`config.mk`:
```
export PLATFORM = sky130hd
export DESIGN_NAME = nsr_reg_decoder
export DESIGN_NICKNAME = d
export VERILOG_FILES = /design/src/rtl/nsr_pkg.sv /design/src/rtl/nsr_cmd_decode.sv /design/src/rtl/nsr_addr_data.sv /design/src/rtl/nsr_regfile.sv /design/src/rtl/nsr_rsp_fifo.sv /design/src/rtl/nsr_reg_decoder.sv
export SDC_FILE = /design/constraint.sdc
export NUM_CORES = 2
export LEC_CHECK = 0
export BUFFER_PORTS_ARGS = -buffer_cell sky130_fd_sc_hd__buf_2
export CAP_MARGIN = 20
export CELL_PAD_IN_SITES_DETAIL_PLACEMENT = 0
export CELL_PAD_IN_SITES_GLOBAL_PLACEMENT = 1
export CORE_UTILIZATION = 25
export CTS_CLUSTER_DIAMETER = 100
export DETAILED_ROUTE_END_ITERATION = 10
export GPL_TIMING_DRIVEN = 0
export PLACE_DENSITY_LB_ADDON = 0.1
export RECOVER_POWER = 50
export SYNTH_ARGS = -nofsm -noshare
export SYNTH_HDL_FRONTEND = slang
export SYNTH_SLANG_ARGS = --single-unit
```
`constraint.sdc`:
```
create_clock -name clk -period 74.8 [get_ports clk]
set_input_delay 7.48 -clock clk [delete_from_list [all_inputs] [get_ports clk]]
set_output_delay 7.48 -clock clk [all_outputs]
set_load 0.02 [all_outputs]
```
`src/rtl/nsr_pkg.sv`:
```
package nsr_pkg;

  localparam int NIB_W  = 4;
  localparam int BYTE_W = 2 * NIB_W;
  localparam int ADDR_W = BYTE_W;

  typedef enum logic [NIB_W-1:0] {
    OP_ADDR_LO = 4'h0,
    OP_ADDR_HI = 4'h1,
    OP_DATA_LO = 4'h2,
    OP_DATA_WR = 4'h3,
    OP_READ    = 4'h4
  } op_e;

  typedef struct packed {
    logic             ld_alo;
    logic             ld_ahi;
    logic             ld_dlo;
    logic             wr;
    logic             rd;
    logic             rd_next;
    logic [NIB_W-1:0] nib;
  } act_t;

endpackage

```
`src/rtl/nsr_cmd_decode.sv`:
```
module nsr_cmd_decode
  import nsr_pkg::*;
(
  input  logic              cmd_valid,
  input  logic [BYTE_W-1:0] cmd_byte,
  output act_t              act
);

  always_comb begin
    act         = '0;
    act.nib     = cmd_byte[NIB_W-1:0];
    if (cmd_valid) begin
      case (op_e'(cmd_byte[BYTE_W-1:NIB_W]))
        OP_ADDR_LO: act.ld_alo = 1'b1;
        OP_ADDR_HI: act.ld_ahi = 1'b1;
        OP_DATA_LO: act.ld_dlo = 1'b1;
        OP_DATA_WR: act.wr     = 1'b1;
        OP_READ: begin
          act.rd      = 1'b1;
          act.rd_next = cmd_byte[0];
        end
        default: ;
      endcase
    end
  end

endmodule

```
`src/rtl/nsr_addr_data.sv`:
```
module nsr_addr_data
  import nsr_pkg::*;
(
  input  logic              clk,
  input  logic              rst_n,
  input  act_t              act,
  output logic [ADDR_W-1:0] addr,
  output logic              wr_en,
  output logic [BYTE_W-1:0] wr_byte,
  output logic              stb_q,
  output logic [ADDR_W-1:0] stb_addr_q,
  output logic [BYTE_W-1:0] stb_data_q
);

  logic [ADDR_W-1:0] addr_q, addr_d;
  logic [NIB_W-1:0]  dlo_q, dlo_d;
  logic              addr_adv;
  logic [ADDR_W-1:0] stb_addr_d;
  logic [BYTE_W-1:0] stb_data_d;

  assign addr_adv = act.wr | (act.rd & act.rd_next);
  assign wr_en    = act.wr;
  assign wr_byte  = {act.nib, dlo_q};
  assign addr     = addr_q;

  always_comb begin
    addr_d = addr_q;
    if (act.ld_alo) addr_d[NIB_W-1:0]      = act.nib;
    if (act.ld_ahi) addr_d[ADDR_W-1:NIB_W] = act.nib;
    if (addr_adv)   addr_d                 = addr_q + ADDR_W'(1);
  end

  always_comb begin
    dlo_d = dlo_q;
    if (act.ld_dlo) dlo_d = act.nib;
  end

  always_comb begin
    stb_addr_d = stb_addr_q;
    stb_data_d = stb_data_q;
    if (act.wr) begin
      stb_addr_d = addr_q;
      stb_data_d = wr_byte;
    end
  end

  always_ff @(posedge clk or negedge rst_n) begin
    if (!rst_n) begin
      addr_q     <= '0;
      dlo_q      <= '0;
      stb_q      <= 1'b0;
      stb_addr_q <= '0;
      stb_data_q <= '0;
    end else begin
      addr_q     <= addr_d;
      dlo_q      <= dlo_d;
      stb_q      <= act.wr;
      stb_addr_q <= stb_addr_d;
      stb_data_q <= stb_data_d;
    end
  end

  logic idle;
  assign idle = ~(act.ld_alo | act.ld_ahi | act.ld_dlo | act.wr | act.rd);

  // ignored commands leave address and nibble latch untouched
  assert_ignore_R7: assert property (@(posedge clk) disable iff (!rst_n)
    idle |=> ($stable(addr_q) && $stable(dlo_q) && !stb_q));

  // a write advances the address and raises the strobe
  assert_wr_inc_R3: assert property (@(posedge clk) disable iff (!rst_n)
    act.wr |=> (stb_q && (addr_q == $past(addr_q) + ADDR_W'(1))
                && (stb_addr_q == $past(addr_q))));

  // flagged read advances the address by one
  assert_rd_next_R6: assert property (@(posedge clk) disable iff (!rst_n)
    (act.rd && act.rd_next) |=> (addr_q == $past(addr_q) + ADDR_W'(1)));

endmodule

```
`src/rtl/nsr_regfile.sv`:
```
module nsr_regfile
  import nsr_pkg::*;
(
  input  logic              clk,
  input  logic              rst_n,
  input  logic              we,
  input  logic [ADDR_W-1:0] waddr,
  input  logic [BYTE_W-1:0] wdata,
  input  logic [ADDR_W-1:0] raddr,
  output logic [BYTE_W-1:0] rdata
);

  localparam int RF_DEPTH = 2 ** ADDR_W;

  logic [BYTE_W-1:0]   regs_q [RF_DEPTH];
  logic [RF_DEPTH-1:0] row_sel;

  for (genvar g = 0; g < RF_DEPTH; g++) begin : g_row
    assign row_sel[g] = we && (waddr == ADDR_W'(g));
  end

  always_ff @(posedge clk or negedge rst_n) begin
    if (!rst_n) begin
      for (int i = 0; i < RF_DEPTH; i++) regs_q[i] <= '0;
    end else begin
      for (int i = 0; i < RF_DEPTH; i++) begin
        if (row_sel[i]) regs_q[i] <= wdata;
      end
    end
  end

  assign rdata = regs_q[raddr];

endmodule

```
`src/rtl/nsr_rsp_fifo.sv`:
```
module nsr_rsp_fifo
  import nsr_pkg::*;
#(
  parameter int DEPTH = 4
) (
  input  logic              clk,
  input  logic              rst_n,
  input  logic              push,
  input  logic [BYTE_W-1:0] push_data,
  output logic              out_valid,
  input  logic              out_ready,
  output logic [BYTE_W-1:0] out_data
);

  localparam int PTR_W = (DEPTH > 1) ? $clog2(DEPTH) : 1;
  localparam int CNT_W = $clog2(DEPTH + 1);

  logic [BYTE_W-1:0] mem_q [DEPTH];
  logic [PTR_W-1:0]  wr_ptr_q, wr_ptr_d, rd_ptr_q, rd_ptr_d;
  logic [CNT_W-1:0]  cnt_q, cnt_d;
  logic              full, do_push, do_pop;

  function automatic logic [PTR_W-1:0] ptr_inc(input logic [PTR_W-1:0] p);
    if (p == PTR_W'(DEPTH - 1)) ptr_inc = '0;
    else                        ptr_inc = p + PTR_W'(1);
  endfunction

  assign full      = (cnt_q == CNT_W'(DEPTH));
  assign out_valid = (cnt_q != '0);
  assign do_push   = push & ~full;
  assign do_pop    = out_valid & out_ready;
  assign out_data  = mem_q[rd_ptr_q];

  always_comb begin
    wr_ptr_d = wr_ptr_q;
    rd_ptr_d = rd_ptr_q;
    cnt_d    = cnt_q;
    if (do_push) wr_ptr_d = ptr_inc(wr_ptr_q);
    if (do_pop)  rd_ptr_d = ptr_inc(rd_ptr_q);
    if (do_push && !do_pop)      cnt_d = cnt_q + CNT_W'(1);
    else if (!do_push && do_pop) cnt_d = cnt_q - CNT_W'(1);
  end

  always_ff @(posedge clk or negedge rst_n) begin
    if (!rst_n) begin
      wr_ptr_q <= '0;
      rd_ptr_q <= '0;
      cnt_q    <= '0;
    end else begin
      wr_ptr_q <= wr_ptr_d;
      rd_ptr_q <= rd_ptr_d;
      cnt_q    <= cnt_d;
    end
  end

  always_ff @(posedge clk) begin
    if (do_push) mem_q[wr_ptr_q] <= push_data;
  end

  // occupancy never exceeds the queue depth
  assert_no_overflow_R9: assert property (@(posedge clk) disable iff (!rst_n)
    cnt_q <= CNT_W'(DEPTH));

  // a byte not taken stays in place
  assert_hold_R8: assert property (@(posedge clk) disable iff (!rst_n)
    (out_valid && !out_ready) |=> (out_valid && $stable(out_data)));

endmodule

```
`src/rtl/nsr_reg_decoder.sv`:
```
module nsr_reg_decoder
  import nsr_pkg::*;
#(
  parameter int RSP_DEPTH = 4
) (
  input  logic              clk,
  input  logic              rst_n,
  input  logic              cmd_valid,
  input  logic [BYTE_W-1:0] cmd_byte,
  output logic              rsp_valid,
  input  logic              rsp_ready,
  output logic [BYTE_W-1:0] rsp_byte,
  output logic              wr_stb,
  output logic [ADDR_W-1:0] wr_addr,
  output logic [BYTE_W-1:0] wr_data
);

  logic [1:0] rst_sync_q;
  logic       rst_core_n;

  always_ff @(posedge clk or negedge rst_n) begin
    if (!rst_n) rst_sync_q <= 2'b00;
    else        rst_sync_q <= {rst_sync_q[0], 1'b1};
  end
  assign rst_core_n = rst_sync_q[1];

  act_t              act;
  logic [ADDR_W-1:0] cur_addr;
  logic              rf_we;
  logic [BYTE_W-1:0] rf_wdata, rf_rdata;

  nsr_cmd_decode u_dec (
    .cmd_valid (cmd_valid),
    .cmd_byte  (cmd_byte),
    .act       (act)
  );

  nsr_addr_data u_ad (
    .clk        (clk),
    .rst_n      (rst_core_n),
    .act        (act),
    .addr       (cur_addr),
    .wr_en      (rf_we),
    .wr_byte    (rf_wdata),
    .stb_q      (wr_stb),
    .stb_addr_q (wr_addr),
    .stb_data_q (wr_data)
  );

  nsr_regfile u_rf (
    .clk   (clk),
    .rst_n (rst_core_n),
    .we    (rf_we),
    .waddr (cur_addr),
    .wdata (rf_wdata),
    .raddr (cur_addr),
    .rdata (rf_rdata)
  );

  nsr_rsp_fifo #(.DEPTH(RSP_DEPTH)) u_fifo (
    .clk       (clk),
    .rst_n     (rst_core_n),
    .push      (act.rd),
    .push_data (rf_rdata),
    .out_valid (rsp_valid),
    .out_ready (rsp_ready),
    .out_data  (rsp_byte)
  );

  // a response leaves the queue only through a handshake
  assert_pop_R8: assert property (@(posedge clk) disable iff (!rst_core_n)
    $fell(rsp_valid) |-> $past(rsp_ready));

  // strobe is a single-cycle pulse unless writes arrive back to back
  assert_stb_R3: assert property (@(posedge clk) disable iff (!rst_core_n)
    (wr_stb && !rf_we) |=> !wr_stb);

endmodule

```
# Word-level counts from Yosys, hierarchy flattened
# Memories as Yosys holds them, arrays and structs flattened.
# Index checks and enable logic that the tools add are counted.
# classes
add_sub_neg,5
multipliers,0
n_div,0
n_lt_le_gt_ge,1
n_eq_ne,262
shift,0
mux,18
n_bitwise,6
n_reduce_logical,266
# op_table
operator,n
"8-bit == test, second input constant",128
"8-bit by 7-bit == test with 1-bit output, second input constant",64
1-bit logical AND,258
"8-bit by 6-bit == test with 1-bit output, second input constant",32
"8-bit by 5-bit == test with 1-bit output, second input constant",16
8-bit binary-select mux with 8-bit select,1
"8-bit by 4-bit == test with 1-bit output, second input constant",8
"8-bit by 3-bit == test with 1-bit output, second input constant",4
8-bit two-way mux,3
"8-bit by 2-bit == test with 1-bit output, second input constant",2
"9-bit greater-or-equal comparator, second input constant",1
8-bit inverter with 9-bit output,1
"8-bit by 1-bit adder with 8-bit output, second input constant",1
"4-bit by 2-bit == test with 1-bit output, second input constant",2
"8-bit by 1-bit == test with 1-bit output, second input constant",1
8-bit zero test,1
4-bit two-way mux,2
1-bit two-way mux,6
2-bit two-way mux,3
3-bit two-way mux,2
6-bit two-way mux,1
2-bit nonzero test,3
"2-bit by 1-bit adder with 2-bit output, second input constant",2
"2-bit == test, second input constant",2
11 further kinds,14
# word_totals
register_bits,2086
latchBits,0
ramBits,32
romBits,0
mem_count,1
# mem_list
name,depth,word_bits,rd,rd_clocked_by_memory_dff,write_ports,line_no,source
u_fifo.mem_q,4,8,1,0,1,nsr_rsp_fifo.sv:18,logic [BYTE_W-1:0] mem_q [DEPTH];

# Logic depth before layout (Yosys ltp)
# depth
word_depth,8
depth_mapped,10
mapped_depth_nobuf,9

# Cells and area by module
# Synthesis repeated with hierarchy kept, for this count alone.
# hier_totals
cells_unflattened,6264
area_unflattened_um2,96591.4
# modules_own_cells
mod,instances,cells_each,area_each_um2
nsr_regfile,1,6066,93509.7
nsr_rsp_fifo,1,78,1595.3
nsr_addr_data,1,105,1327.5
nsr_cmd_decode,1,12,105.1
nsr_reg_decoder,1,3,53.8

# Least setup slack after synthesis
# Ideal clock, no wire load.
# synth_timing
path_type,input to register
start,input port cmd_valid
end,register u_fifo.cnt_q[2]
setup_ns,0.079
arrival_time_ns,9.190
required_time_ns,74.721
setup_slack_ns,65.531
path_stages,9
n_path_buf,0
path_cell_list,nor2b_1 -> nand3_1 -> a21oi_1 -> ha_1 -> inv_1 -> fa_1 -> xor2_1 -> nor2_1 -> xor2_1
# synth_between
elab_chain_len,5
# synth_rtl
element,line_no,source
from (decl),nsr_reg_decoder.sv:8,"input logic cmd_valid,"
6-bit two-way mux (*),nsr_cmd_decode.sv:12,if (cmd_valid) begin
1-bit bitwise AND (*),nsr_rsp_fifo.sv:30,assign do_push = push & ~full;
net u_fifo.do_push,nsr_rsp_fifo.sv:21,"logic full, do_push, do_pop;"
1-bit zero test,nsr_rsp_fifo.sv:41,else if (!do_push && do_pop) cnt_d = cnt_q - CNT_W'(1);
1-bit logical AND,nsr_rsp_fifo.sv:41,
2-bit nonzero test (no source line),n/a,
to (signal assigned),nsr_rsp_fifo.sv:52,cnt_q <= cnt_d;
to (decl),nsr_rsp_fifo.sv:20,"logic [CNT_W-1:0] cnt_q, cnt_d;"
# The timed path passes the listed nets; every way through them passes the cells marked *.
# A chain may end at the register's enable or synchronous reset.

==> metrics.cfg <==
[synthesis]
ys_types = 44
synthArstFlopShare_pct = 98.5
syn-cell-area_sq_um = 95400
synth_compound_area_share_pct = 3.12
synthCells = 5984
synth_warnings = 0
synth_xor_area_share_pct = 0.0275
synth.net_count = 6007
synth_edf_count = 32
ys_seq_area_share_pct = 55.7
synth_mux_area_share_pct = 36.7
syn_area_per_cell_sq_um = 15.9
synth_simple_gate_area_share_pct = 2.15
synthAdderAreaFrac_pct = 0.152
ys_ff_latch = 2118
yosys_most_used_dff = dfrtp_1
synth_top_family_by_area = multiplexers

[cells_and_area]
instances_no_fill = 11600
multi_input_area_sq_um = 40300
fin_nets = 6423
nFillCells = 37800
drive_gt1_share_pct = 52.4
seqCellArea_sq_um = 53200
area_growth_pct = 17.5

[cts]
htree_levels = 5
numClockSinks = 2118
cts_resized = 0
postCtsSetupBuffers = 0
cts_buffers = 272
worstSkewPairLatency_ns = 0.90
clkTransAtPathRegs_ns = 0.05
clockBufferDepth = 4
cts-root-buf = clkbuf_16
tritoncts = done
cts_hold_buf = 0

[sta]
hold_viol = 0
finalCritPeriodShare_pct = 30.9
whs_ns = 0.354
tns_ns = 0
slew_violations = 2165
fmax_ghz = 0.0432
fin_worst_skew_ns = 0.0603
slew_headroom_pct = -158
layout_min_cycle_time_ns = 23.14
setup_viol = 0
rsz0062_at_grt = false
tightest_slew_ns = 3.87

[worst_setup_path]
critPathArrivalTime_ns = 23.39
start_kind = flip-flop
slowest_stage = clkbuf_1
crit_type = flip-flop to async pin
crit_top_cell = clkbuf_1
max_stage_delay_ns = 2.59
ff2ff_path_depth = 9
crit_chain = clkbuf_1 -> clkbuf_1 -> clkbuf_1 -> clkbuf_1 -> clkbuf_1 -> clkbuf_1 -> clkbuf_1 -> clkbuf_1 -> clkbuf_1
cp-end-kind = async pin
crit_required_ns = 75.05
cp_max_fo = 63

[drt]
drt-wirelength-per-cell_um = 31.9
first_pass_iters = 6
drcViolationCount = 0
viasPerCell = 4.86
ant_nets = 0
drtIter0Drc = 3546
wl_um = 371000
vias = 56500

[floorplan]
fp-row-count = 226
die_w_um = 620
dieArea_sq_um = 384000
floorplan.initialDensity_pct = 25.1
ios = 38
die_y_um = 620
core_area_sq_um = 379000

[placed_design]
port-buffer-count = 33
place_inst = 11100
finalWeightedCongestion = 0.804
hpwl_um = 276000

[global_route]
grt_pass1_wl_um = 515000
gr-total-overflow = 0
grt_pass1_vias = 60200
grt_use_met2_pct = 30.7
grt_antenna_before_repair = 29
busiest_layer = met2
grt_start_max_net_pins = 69
met1_usage_pct = 27.3
met3_usage_pct = 2.59
grt.total_usage_pct = 19.3

[worst_hold_path]
hold_path_depth = 0
hold_class = flip-flop to flip-flop

[run_status]
violations = capacitance limit, slew limit
status = finished, violations left

[pwr]
ir_worst_vdd_mv = 0.0211
p_leak_nw = 50.4
cellPowerDensity_nw_per_um2 = 27.6

[flow_run]
maxCapViolations = 41

registers in the layout, summed over array words and instances, names as in the netlist:
register         flops
rst_sync_q           2
u_fifo.mem_q        32
u_fifo.cnt_q         3
u_ad.stb_q           1
u_fifo.wr_ptr_q      2
u_ad.stb_addr_q      8
u_fifo.rd_ptr_q      2
u_ad.stb_data_q      8
u_rf.regs_q       2048
u_ad.addr            8
u_ad.dlo_q           4
cell families after synthesis:
group	after synthesis
mux	2591
flops	2118
buf+inv	471
compound gates	435
simple gates	354
fa+ha+maj	11
xor+xnor	3
other cells	1
placed cells by master (no fill, tap or decap), drive strengths merged, types with 14 or more instances in the layout:
master and n:
a21oi 130, a22oi 256, buf 236, clkbuf 785, clkinv 34, dfrtp 2086
diode 14, edfxtp 32, inv 19, mux2 2070, mux4 520, nand2 28
nand3 23, nor2 270, o41ai 32
final timing paths:
kind / startpoint / end / slack, ns
worst max-delay path: rst_sync_q[1] / u_rf.regs_q[1162] / 51.66
worst min register to register: rst_sync_q[0] / rst_sync_q[1] / 0.35
max in group clk: cmd_byte[7] / u_rf.regs_q[1544] / 64.28
worst min-delay path: rst_sync_q[0] / rst_sync_q[1] / 0.35
worst max register to register: rst_sync_q[1] / u_rf.regs_q[1162] / 51.66
min in group asynchronous: rst_sync_q[1] / u_rf.regs_q[843] / 0.79
per-stage QoR:
step / total power, W / worst slack [ns] / utilization (%) / cell area [sq um]
after global placement: 0.00179 / -16.73 / 26.8 / 102000
after global routing: 0.00321 / 46.60 / 29.5 / 112000
after floorplan: 0.00149 / 12.35 / - / 95400
after detailed placement: 0.00182 / 63.58 / 27.4 / 104000
final: 0.00309 / 51.66 / 29.5 / 112000
after CTS: 0.00316 / 64.51 / 29.8 / 113000
power breakdown:
group          switching [W]  internal (W)  total [W]
Sequential         0.0000147       0.00117    0.00118
Combinational       0.000431      0.000159   0.000590
Clock               0.000533      0.000784    0.00132
layout make-up:
type | count | area share, %
antenna | 14 | 0.0313
buffer | 464 | 1.80
clock buffer | 415 | 7.33
clock inverter | 55 | 0.547
inverter | 7 | 0.0234
multi-input combinational | 3395 | 35.9
sequential | 2118 | 47.4
tap | 5016 | 5.60
timing repair buffer | 142 | 1.30
Yosys cell counts (12+ instances only):
cell type	count	area [sq um]
nor2_1	46	173
edfxtp_1	32	961
dfrtp_1	2086	52200
nand2_1	28	105
nor2_2	224	1400
clkbuf_1	324	1220
buf_2	73	365
o41ai_1	32	280
a22oi_1	256	1920
mux2_2	2070	23300
buf_4	18	135
buf_1	37	139
nand3_1	13	65.1
buf_6	12	135
mux4_2	520	11700
a21oi_1	130	651
critical path, delay by kind of cell, from the launching register on:
| family | cells | cell delay (ns) |
|---|---|---|
| flip-flops | 1 | 1.60 |
| buffers and inverters | 9 | 20.54 |
per-layer routing:
layer  part of all wire (%)  wire [um]
met1                     46     172000
met2                     47     173000
met3                    4.1      15300
met4                    2.9      10600
met5                 0.0035         13
Note: power is estimated with default switching activity, not from simulation.
